--- config.mk ---
export PLATFORM = sky130hd
export DESIGN_NAME = hazard_fwd_unit
export DESIGN_NICKNAME = d
export VERILOG_FILES = /design/src/rtl/hazard_fwd_unit.sv
export SDC_FILE = /design/constraint.sdc
export NUM_CORES = 1
export LEC_CHECK = 0
export BUFFER_PORTS_ARGS = -buffer_cell sky130_fd_sc_hd__clkbuf_2
export CAP_MARGIN = 20
export CORE_MARGIN = 2
export CORE_UTILIZATION = 37
export DETAILED_ROUTE_END_ITERATION = 7
export GPL_ROUTABILITY_DRIVEN = 0
export PLACE_DENSITY = 0.82
export RECOVER_POWER = 100
export SYNTH_ARGS = -nofsm -noshare
export SYNTH_HDL_FRONTEND = slang
export SYNTH_SLANG_ARGS = --single-unit
--- constraint.sdc ---
create_clock -name vclk -period 1.3
set_input_delay 0.065 -clock vclk [all_inputs]
set_output_delay 0.065 -clock vclk [all_outputs]
set_load 0.01 [all_outputs]
--- src/rtl/hazard_fwd_unit.sv ---
module hazard_fwd_unit #(
  parameter int RW = 5
) (
  input  logic          clk,
  input  logic          rst_n,
  input  logic          bypass_en,
  input  logic [RW-1:0] id_rs1,
  input  logic [RW-1:0] id_rs2,
  input  logic          id_st,
  input  logic [RW-1:0] ex_rs1,
  input  logic [RW-1:0] ex_rs2,
  input  logic [RW-1:0] ex_rd,
  input  logic          ex_wr,
  input  logic          ex_ld,
  input  logic [RW-1:0] mem_rs2,
  input  logic          mem_st,
  input  logic [RW-1:0] mem_rd,
  input  logic          mem_wr,
  input  logic          mem_ld,
  input  logic [RW-1:0] wb_rd,
  input  logic          wb_wr,
  output logic          hold_pc,
  output logic          hold_ifid,
  output logic          bubble_ex,
  output logic [1:0]    fwd_a,
  output logic [1:0]    fwd_b,
  output logic          st_fwd
);
  localparam logic [RW-1:0] R_ZERO = '0;
  localparam logic [1:0] SEL_RF = 2'b00, SEL_MEM = 2'b01, SEL_WB = 2'b10;

  function automatic logic hit(input logic wr, input logic [RW-1:0] rd, input logic [RW-1:0] rs);
    return wr && (rd == rs) && (rs != R_ZERO);
  endfunction

  function automatic logic [1:0] pick(input logic [RW-1:0] rs, input logic m_wr,
                                      input logic m_ld, input logic [RW-1:0] m_rd,
                                      input logic w_wr, input logic [RW-1:0] w_rd);
    if (hit(m_wr && !m_ld, m_rd, rs)) return SEL_MEM;
    if (hit(w_wr, w_rd, rs))          return SEL_WB;
    return SEL_RF;
  endfunction

  logic ex_hit1, ex_hit2, mem_hit1, mem_hit2;
  logic load_use, interlock, stall;

  assign ex_hit1  = hit(ex_wr, ex_rd, id_rs1);
  assign ex_hit2  = hit(ex_wr, ex_rd, id_rs2);
  assign mem_hit1 = hit(mem_wr, mem_rd, id_rs1);
  assign mem_hit2 = hit(mem_wr, mem_rd, id_rs2);

  assign load_use  = ex_ld && (ex_hit1 || (ex_hit2 && !id_st));
  assign interlock = ex_hit1 || ex_hit2 || mem_hit1 || mem_hit2;
  assign stall     = bypass_en ? load_use : interlock;

  assign hold_pc   = stall;
  assign hold_ifid = stall;
  assign bubble_ex = stall;

  assign fwd_a  = bypass_en ? pick(ex_rs1, mem_wr, mem_ld, mem_rd, wb_wr, wb_rd) : SEL_RF;
  assign fwd_b  = bypass_en ? pick(ex_rs2, mem_wr, mem_ld, mem_rd, wb_wr, wb_rd) : SEL_RF;
  assign st_fwd = bypass_en && mem_st && hit(wb_wr, wb_rd, mem_rs2);

  a_r1_sel_legal: assert property (@(posedge clk) disable iff (!rst_n)
    (fwd_a != 2'b11) && (fwd_b != 2'b11));

  a_r3_mem_wins: assert property (@(posedge clk) disable iff (!rst_n)
    (fwd_a == SEL_WB) |-> !(mem_wr && !mem_ld && mem_rd == ex_rs1 && ex_rs1 != R_ZERO));

  a_r4_zero_quiet: assert property (@(posedge clk) disable iff (!rst_n)
    (id_rs1 == R_ZERO && id_rs2 == R_ZERO) |-> !hold_pc);

  a_r5_load_use: assert property (@(posedge clk) disable iff (!rst_n)
    (bypass_en && ex_ld && ex_wr && ex_rd != R_ZERO && ex_rd == id_rs1) |-> hold_pc);

  a_r7_no_load_fwd: assert property (@(posedge clk) disable iff (!rst_n)
    (fwd_a == SEL_MEM || fwd_b == SEL_MEM) |-> !mem_ld);

  a_r8_interlock_rf: assert property (@(posedge clk) disable iff (!rst_n)
    !bypass_en |-> (fwd_a == SEL_RF && fwd_b == SEL_RF && !st_fwd));

  a_r9_stall_agree: assert property (@(posedge clk) disable iff (!rst_n)
    (hold_pc == hold_ifid) && (hold_ifid == bubble_ex));
endmodule

==> results.py, run 1 <==
metrics = {
    "power_and_ir_drop": {
        "seq_power_share": 0,
        "vdd_drop_max_uv": 211,
        "power_density_mw_per_mm2": 328,
        "combPwrFrac": 1.000,
        "p_int_mw": 0.220,
        "pwr-share-clk": 0,
        "static-leakage-power_nw": 0.579,
        "switchingPower_mw": 0.213,
        "swShare": 0.492,
    },
    "worst_setup_path": {
        "path_class": "primary input to output port",
        "crit_fanout": 2,
        "worstSetupEndpointType": "output port",
        "slowest_delay_ns": 0.53,
        "worstPathCellList": "buf_6 > or4_4 > nor2_4 > nor4_4 > nor4_2 > buf_2",
        "cp-start-kind": "primary input",
        "arrival_ns": 1.44,
        "crit_slowest_cell": "or4_4",
        "cp.required_ns": 1.24,
    },
    "sta": {
        "worst_slew_pin_slew_ns": 0.326,
        "worst_slew_margin_rel": 0.781,
        "worst_slack_ns": -0.201,
        "slew_viol_final": 0,
        "hold_violations": 0,
        "rsz0062_at_grt": "yes",
        "post-route-period-util": 1.15,
        "fin_crit_ns": 1.50,
        "setup_violations": 6,
        "fmax_mhz": 666,
    },
    "synth": {
        "synth-warning-count": 0,
        "synth_area_leader_cell": "xnor2_1",
        "synthesis.area_um2": 666,
        "synth_top_area_frac": 0.447,
        "synth_fp_nets": 138,
        "synth.area.top_cells": "xnor2_1 45%, xor2_1 13%, nand4_1 8.5%",
        "synthCells": 88,
        "ys_seq_area_frac": 0,
        "avgSynthCellArea_um2": 7.56,
        "synth.distinct_cells": 21,
    },
    "run_status": {
        "violations": "negative setup slack",
        "status": "complete, but fails checks",
    },
    "routing": {
        "first_pass_iters": 4,
        "drt_wl_total_um": 3890,
        "antenna_left": 0,
        "initialDrtViolationCount": 41,
        "wire_per_inst_um": 20.3,
        "vias": 1145,
        "post_drt_via_cell_ratio": 5.96,
        "drc_errors": 0,
    },
    "floorplanning": {
        "placementRows": 15,
        "die_area_mm2": 0.00215,
        "initial_core_util": 0.390,
        "die_h_um": 46.4,
        "dieWidth_um": 46.4,
        "core_area_mm2": 0.00171,
        "io_pins": 58,
    },
    "final_layout": {
        "area_growth_pct": 98.1,
        "clkbuf_count": 0,
        "final_area_mm2": 0.00132,
        "antennaDiodeCount": 0,
        "nFlopsAndLatches": 0,
        "final-seq-area_um2": 0,
        "drive_above_1_share": 0.623,
        "layout.nets": 219,
        "fin_cells": 192,
    },
    "placement": {
        "port_buffers": 56,
        "placed_cell_area_mm2": 0.00111,
        "dp.cells": 185,
        "dpl.hpwl_um": 2110,
    },
    "run": {
        "cap_violations": 0,
    },
    "global_route": {
        "grt_max_degree": 8,
        "grt_pass1_wl_um": 4260,
        "grt_overflow_total": 0,
        "antenna_found_initial": 0,
        "grt_usage": 0.279,
        "grt_pass1_vias": 956,
    },
    "min_path": {
        "hp-class": "primary input to output port",
    },
}
layout make-up:
| class | instances | area [um2] |
|---|---|---|
| fillers | 113 | 389 |
| multi-input cells | 84 | 753 |
| well taps | 25 | 31.3 |
| repair buffers | 83 | 534 |
cell families (layout without fill, tap and decap cells):
family / count (synthesis) / after routing / share of synthesized area
xor+xnor: 44 / 44 / 0.579
simple gates: 36 / 36 / 0.340
compound gates: 4 / 4 / 0.0470
buf+inv: 4 / 83 / 0.0338
per-stage QoR:
stage | hold WS, ns | utilization | power, mW | setup WS, ns | TNS, ns
after floorplan | 0.238 | - | 0.151 | -0.0279 | -0.0558
after global placement | 0.440 | 0.649 | 0.323 | -0.112 | -0.493
after detailed placement | 0.447 | 0.649 | 0.338 | -0.176 | -0.731
after CTS | 0.447 | 0.711 | 0.362 | -0.153 | -0.700
after global routing | 0.518 | 0.772 | 0.452 | -0.221 | -1.21
final | 0.474 | 0.772 | 0.433 | -0.201 | -0.861
final timing paths:
path        to  cells past startpoint  slack, ns  startpoint
min     st_fwd                      4       0.47      mem_st
max   fwd_b[1]                      6      -0.20   ex_rs2[1]
metal layers:
layer,vias up,track usage,routed length [um]
li1,482,-,-
met1,536,0.306,1340
met5,-,0,0
met3,33,0.0314,310
met4,0,0.0800,297
met2,94,0.547,1950
critical path: cells and delay by family:
| kind | cells | cell delay (ns) |
|---|---|---|
| buf+inv | 2 | 0.29 |
| simple gates | 4 | 1.08 |
synthesized netlist by cell type, types with 2 or more instances:
master and n:
xnor2_1 34, nor4_1 7, nor2b_1 2, nand3_1 3, nor3_1 3, buf_4 2
nand4_1 9, xor2_1 10, or4_1 4, a21oi_1 2, nor2_1 2
layout by cell type, fill, tap and decap left out, drive strengths merged:
cell type / Yosys / routed
nor2b: 2 / 2
nor4: 7 / 7
o31ai: 1 / 1
a21oi: 2 / 2
buf: 3 / 37
nor3: 3 / 3
clkbuf: 1 / 46
or4: 5 / 5
o41ai: 1 / 1
nand2: 1 / 1
and2: 2 / 2
nand4: 9 / 9
nor2: 4 / 4
xnor2: 34 / 34
nand3: 3 / 3
xor2: 10 / 10
power by group through the flow:
stage	Clock, mW	Sequential, mW	Combinational (mW)
finish	0	0	0.433
global route	0	0	0.452
CTS	0	0	0.362
detailed placement	0	0	0.338
global placement	0	0	0.323
floorplan	0	0	0.151
what timing repair did:
action	CTS	global route
buffers inserted	6	2
gates cloned	0	0
gates resized for setup	13	23
hold buffers	0	0
pin swaps	6	8
setup endpoints to repair	5	6
(Power assumes the default switching activity.)
==> inputs of run 2 (changes only) <==
--- a/config.mk
+++ b/config.mk
@@ -11,8 +11,9 @@
 export CORE_UTILIZATION = 37
 export DETAILED_ROUTE_END_ITERATION = 7
 export GPL_ROUTABILITY_DRIVEN = 0
-export PLACE_DENSITY = 0.82
+export PLACE_DENSITY = 0.83
 export RECOVER_POWER = 100
+export SLEW_MARGIN = 20
 export SYNTH_ARGS = -nofsm -noshare
 export SYNTH_HDL_FRONTEND = slang
 export SYNTH_SLANG_ARGS = --single-unit
==> run 2 against run 1 <==
Against the previous run:
- critical endpoint is now hold_pc
- worst hold slack gained 0.014 ns
- the flow still finishes with violations (negative setup slack)
- die area is the same
- sequential share of layout area is the same
- power shrank 15%
- first-iteration DRC count shrank 61%
- largest cell class unchanged
- non-clock buffer count shrank 5
- largest power group unchanged
==> results.py, run 2 (synthesis results as in run 1) <==
metrics = {
    "run_status": {
        "status": "complete, but fails checks",
        "violations": "negative setup slack",
    },
    "worst_setup_path": {
        "cp-startpoint": "id_rs1[2]",
        "worstSetupEndpointType": "output port",
        "path_buf_inv": 2,
        "cp.depth": 7,
        "crit_fanout": 3,
        "endpoint": "hold_pc",
        "arrival_ns": 1.38,
        "path_class": "primary input to output port",
        "critical_path.top_delay_family": "simple AND/OR/NAND/NOR gates",
        "cp-start-kind": "primary input",
        "worstPathCellList": "clkbuf_2 > or4_4 > nor2_4 > nor4_1 > o31ai_2 > a21oi_2 > buf_2",
        "cp.required_ns": 1.24,
        "slowest_delay_ns": 0.56,
        "crit_slowest_cell": "or4_4",
    },
    "final_layout": {
        "final_cell_mix": "50 x clkbuf_2, 34 x xnor2_1, 22 x buf_4",
        "n_fill_cell": 132,
        "area_growth_pct": 77.4,
        "final_common_cell": "clkbuf_2",
        "clkbuf_count": 0,
        "nFlopsAndLatches": 0,
        "antennaDiodeCount": 0,
        "multiInputGateArea_um2": 697,
        "final-seq-area_um2": 0,
        "drive_above_1_share": 0.562,
        "layout.nets": 214,
    },
    "run": {
        "cap_violations": 0,
    },
    "floorplanning": {
        "dieWidth_um": 46.4,
        "io_pins": 58,
        "placementRows": 15,
        "die_area_mm2": 0.00215,
        "die_h_um": 46.4,
        "initial_core_util": 0.390,
        "core_area_mm2": 0.00171,
    },
    "sta": {
        "worst_slew_pin_slew_ns": 0.315,
        "worst_slew_margin_rel": 0.788,
        "fin_crit_ns": 1.45,
        "fmax_mhz": 691,
        "slew_viol_final": 0,
        "post-route-period-util": 1.11,
        "setup_violations": 5,
        "hold_violations": 0,
        "worst_slack_ns": -0.147,
        "rsz0062_at_grt": "yes",
    },
    "placement": {
        "place_ws_ns": -0.146,
        "port_buffers": 56,
        "dpl.hpwl_um": 2190,
    },
    "routing": {
        "drt_wl_total_um": 2640,
        "drc_errors": 0,
        "wire_per_inst_um": 14.1,
        "post_drt_via_cell_ratio": 5.10,
        "first_pass_iters": 4,
        "antenna_left": 0,
        "initialDrtViolationCount": 16,
        "vias": 954,
    },
    "power_and_ir_drop": {
        "switchingPower_mw": 0.171,
        "vdd_drop_max_uv": 201,
        "combPwrFrac": 1.000,
        "p_int_mw": 0.195,
        "static-leakage-power_nw": 0.515,
        "power_mw": 0.366,
        "pwr-share-clk": 0,
        "power_density_mw_per_mm2": 310,
        "swShare": 0.468,
        "seq_power_share": 0,
    },
    "global_route": {
        "grt_usage": 0.248,
        "grt_pass1_wl_um": 3910,
        "grt_pass1_vias": 980,
        "grt_overflow_total": 0,
        "gr-usage-met1": 0.269,
        "use_met3": 0.0118,
        "grt-busiest-layer": "met2",
        "antenna_found_initial": 0,
        "grt_max_degree": 8,
        "use_met2": 0.494,
    },
    "min_path": {
        "hp-class": "primary input to output port",
    },
    "clock_tree": {
        "holdBufCountCts": 0,
    },
}
==> run 2: layout make-up <==
class,count,area share
multi-input cells,84,0.590
repair buffers,78,0.383
well taps,25,0.0265
==> run 2: power groups by stage <==
stage	Clock, mW	Sequential [mW]	Combinational [mW]
2_1_floorplan	0	0	0.151
3_3_place_gp	0	0	0.322
3_5_place_dp	0	0	0.339
4_1_cts	0	0	0.351
5_1_grt	0	0	0.395
6_report	0	0	0.366
==> run 2: how the worst min path moves through the flow <==
stage / startpoint / end / slack, ns / cells past startpoint
2_1_floorplan: bypass_en / st_fwd / 0.24 / 2
3_3_place_gp: mem_st / st_fwd / 0.44 / 4
3_5_place_dp: mem_st / st_fwd / 0.47 / 4
4_1_cts: mem_st / st_fwd / 0.47 / 4
5_1_grt: mem_st / st_fwd / 0.51 / 4
6_report: wb_wr / fwd_a[1] / 0.49 / 4
==> run 2: timing repair <==
| action | 4_1_cts | 5_1_grt |
|---|---|---|
| endpoints found under the setup margin | 5 | 6 |
| setup buffers | 2 | 1 |
| resized for setup | 5 | 11 |
| pin swaps | 2 | 5 |
==> run 2: per-stage QoR <==
step	setup TNS (ns)	hold WS [ns]	instances	instance area (um2)	util
floorplan	-0.0558	0.238	88	669	-
CTS	-0.578	0.472	186	1150	0.671
global route	-0.985	0.514	187	1180	0.692
detailed placement	-0.659	0.470	184	1100	0.645
finish	-0.622	0.488	187	1180	0.692
global placement	-0.487	0.439	184	1100	0.645
==> run 2: routing by layer <==
metal,share of wire,vias up
met3,0.045,8
met2,0.56,38
met5,0,-
met1,0.38,437
li1,-,471
met4,0.024,0
==> inputs of run 3 (changes only) <==
--- a/config.mk
+++ b/config.mk
@@ -8,10 +8,10 @@
 export BUFFER_PORTS_ARGS = -buffer_cell sky130_fd_sc_hd__clkbuf_2
 export CAP_MARGIN = 20
 export CORE_MARGIN = 2
-export CORE_UTILIZATION = 37
+export CORE_UTILIZATION = 40
 export DETAILED_ROUTE_END_ITERATION = 7
 export GPL_ROUTABILITY_DRIVEN = 0
-export PLACE_DENSITY = 0.83
+export PLACE_DENSITY = 0.85
 export RECOVER_POWER = 100
 export SLEW_MARGIN = 20
 export SYNTH_ARGS = -nofsm -noshare
==> constraint.sdc (replaced) <==
create_clock -name vclk -period 1.4
set_input_delay 0.07 -clock vclk [all_inputs]
set_output_delay 0.07 -clock vclk [all_outputs]
set_load 0.01 [all_outputs]
==> run 3 against run 2 <==
Against the previous run:
- the flow still finishes with violations (negative setup slack)
- power shrank 3.8%
- sequential share of layout area is the same
- design area down 0.21%
- worst hold slack worse by 0.036 ns
- worst setup slack better by 0.045 ns
- largest cell class unchanged
- largest power group unchanged
==> results.py, run 3 (synthesis results as in run 1) <==
metrics = {
    "global_route": {
        "antenna_found_initial": 0,
        "grt_max_degree": 8,
        "grt_overflow_total": 0,
        "grt_pass1_vias": 876,
        "grt_pass1_wl_um": 3740,
        "grt_usage": 0.243,
    },
    "floorplanning": {
        "core_area_mm2": 0.00154,
        "placementRows": 14,
        "initial_core_util": 0.432,
        "die_h_um": 44.8,
        "io_pins": 58,
        "die_area_mm2": 0.00201,
        "dieWidth_um": 44.8,
    },
    "sta": {
        "setup_violations": 4,
        "worst_slew_margin_rel": 0.779,
        "fmax_mhz": 666,
        "worst_slew_pin_slew_ns": 0.329,
        "finalSetupTns_ns": -0.344,
        "fin_crit_ns": 1.50,
        "hold_violations": 0,
        "post-route-period-util": 1.07,
        "worst_slack_ns": -0.101,
        "rsz0062_at_grt": "yes",
        "slew_viol_final": 0,
    },
    "routing": {
        "vias": 1007,
        "post_drt_via_cell_ratio": 5.85,
        "drc_errors": 0,
        "wire_per_inst_um": 17.1,
        "antenna_left": 0,
        "drt_wl_total_um": 2940,
        "initialDrtViolationCount": 24,
        "first_pass_iters": 4,
    },
    "worst_setup_path": {
        "slowest_delay_ns": 0.54,
        "path_buf_inv": 2,
        "cp.required_ns": 1.33,
        "path_class": "primary input to output port",
        "cp-start-kind": "primary input",
        "arrival_ns": 1.43,
        "worstPathCellList": "clkbuf_2 > or4_4 > nor2_4 > nor4_2 > nor4_1 > buf_2",
        "crit_slowest_cell": "or4_4",
        "worstSetupEndpointType": "output port",
        "cp-startpoint": "ex_rs2[3]",
        "crit_fanout": 2,
        "critical_path.top_delay_family": "simple AND/OR/NAND/NOR gates",
    },
    "power_and_ir_drop": {
        "static-leakage-power_nw": 0.504,
        "vdd_drop_max_uv": 177,
        "power_density_mw_per_mm2": 299,
        "power_mw": 0.352,
    },
    "final_layout": {
        "final-seq-area_um2": 0,
        "drive_above_1_share": 0.590,
        "nFlopsAndLatches": 0,
        "antennaDiodeCount": 0,
        "n_fill_cell": 106,
        "final_area_mm2": 0.00118,
        "final_common_cell": "clkbuf_2",
        "layout.nets": 208,
        "clkbuf_count": 0,
        "final_cell_mix": "49 x clkbuf_2, 31 x xnor2_1, 16 x buf_4",
        "area_growth_pct": 77.1,
    },
    "placement": {
        "dpl.hpwl_um": 2040,
        "placed_cell_area_mm2": 0.00105,
        "port_buffers": 56,
    },
    "min_path": {
        "hold_path_end": "st_fwd",
        "hold_path_depth": 4,
        "min-delay-start": "mem_st",
        "hp-class": "primary input to output port",
    },
    "run_status": {
        "violations": "negative setup slack",
        "status": "complete, but fails checks",
    },
    "clock_tree": {
        "holdBufCountCts": 0,
    },
    "run": {
        "cap_violations": 0,
    },
}
==> run 3: cell count changes in the layout (fill, tap and decap cells not counted), sizes merged <==
cell,previous run,this run
clkbuf,52,51
buf,26,21
==> run 3: layout make-up <==
cell class                      instances  area (um2)  share of cell area
Multi-Input combinational cell         84         744               0.632
Timing Repair Buffer                   72         414               0.351
Tap cell                               16        20.0              0.0170
==> run 3: routing by layer <==
| metal | vias up | share of wire | global-route usage |
|---|---|---|---|
| li1 | 457 | - | - |
| met1 | 468 | 0.35 | 0.306 |
| met2 | 68 | 0.54 | 0.423 |
| met3 | 14 | 0.070 | 0.0200 |
| met4 | 0 | 0.041 | 0.100 |
| met5 | - | 0 | 0 |
==> run 3: worst max-delay path by stage <==
stage                            to  slack [ns]  depth (start not counted)
after global placement    bubble_ex       -0.02                          7
after floorplan           hold_ifid        0.06                          6
after global routing      bubble_ex       -0.14                          7
after CTS                 bubble_ex       -0.06                          7
after detailed placement  bubble_ex       -0.08                          8
final                      fwd_b[1]       -0.10                          6
==> run 3: report_power, final <==
part	total (mW)	switching, mW	internal (mW)
Sequential	0	0	0
Combinational	0.352	0.172	0.180
Clock	0	0	0
Total	0.352	0.172	0.180
==> run 3: repair_timing <==
| action | in CTS | in global routing |
|---|---|---|
| setup buffers | 3 | 0 |
| resized for setup | 3 | 22 |
| pin swaps | 6 | 16 |
| endpoints found under the setup margin | 5 | 5 |
| gates cloned | 0 | 0 |
==> run 3: through the flow <==
stage | cells | hold WS, ns | util | setup WS (ns)
2_1_floorplan | 88 | 0.248 | - | 0.0558
3_3_place_gp | 170 | 0.449 | 0.683 | -0.0214
3_5_place_dp | 170 | 0.452 | 0.683 | -0.0767
4_1_cts | 173 | 0.454 | 0.711 | -0.0598
5_1_grt | 172 | 0.468 | 0.765 | -0.140
6_report | 172 | 0.453 | 0.765 | -0.101
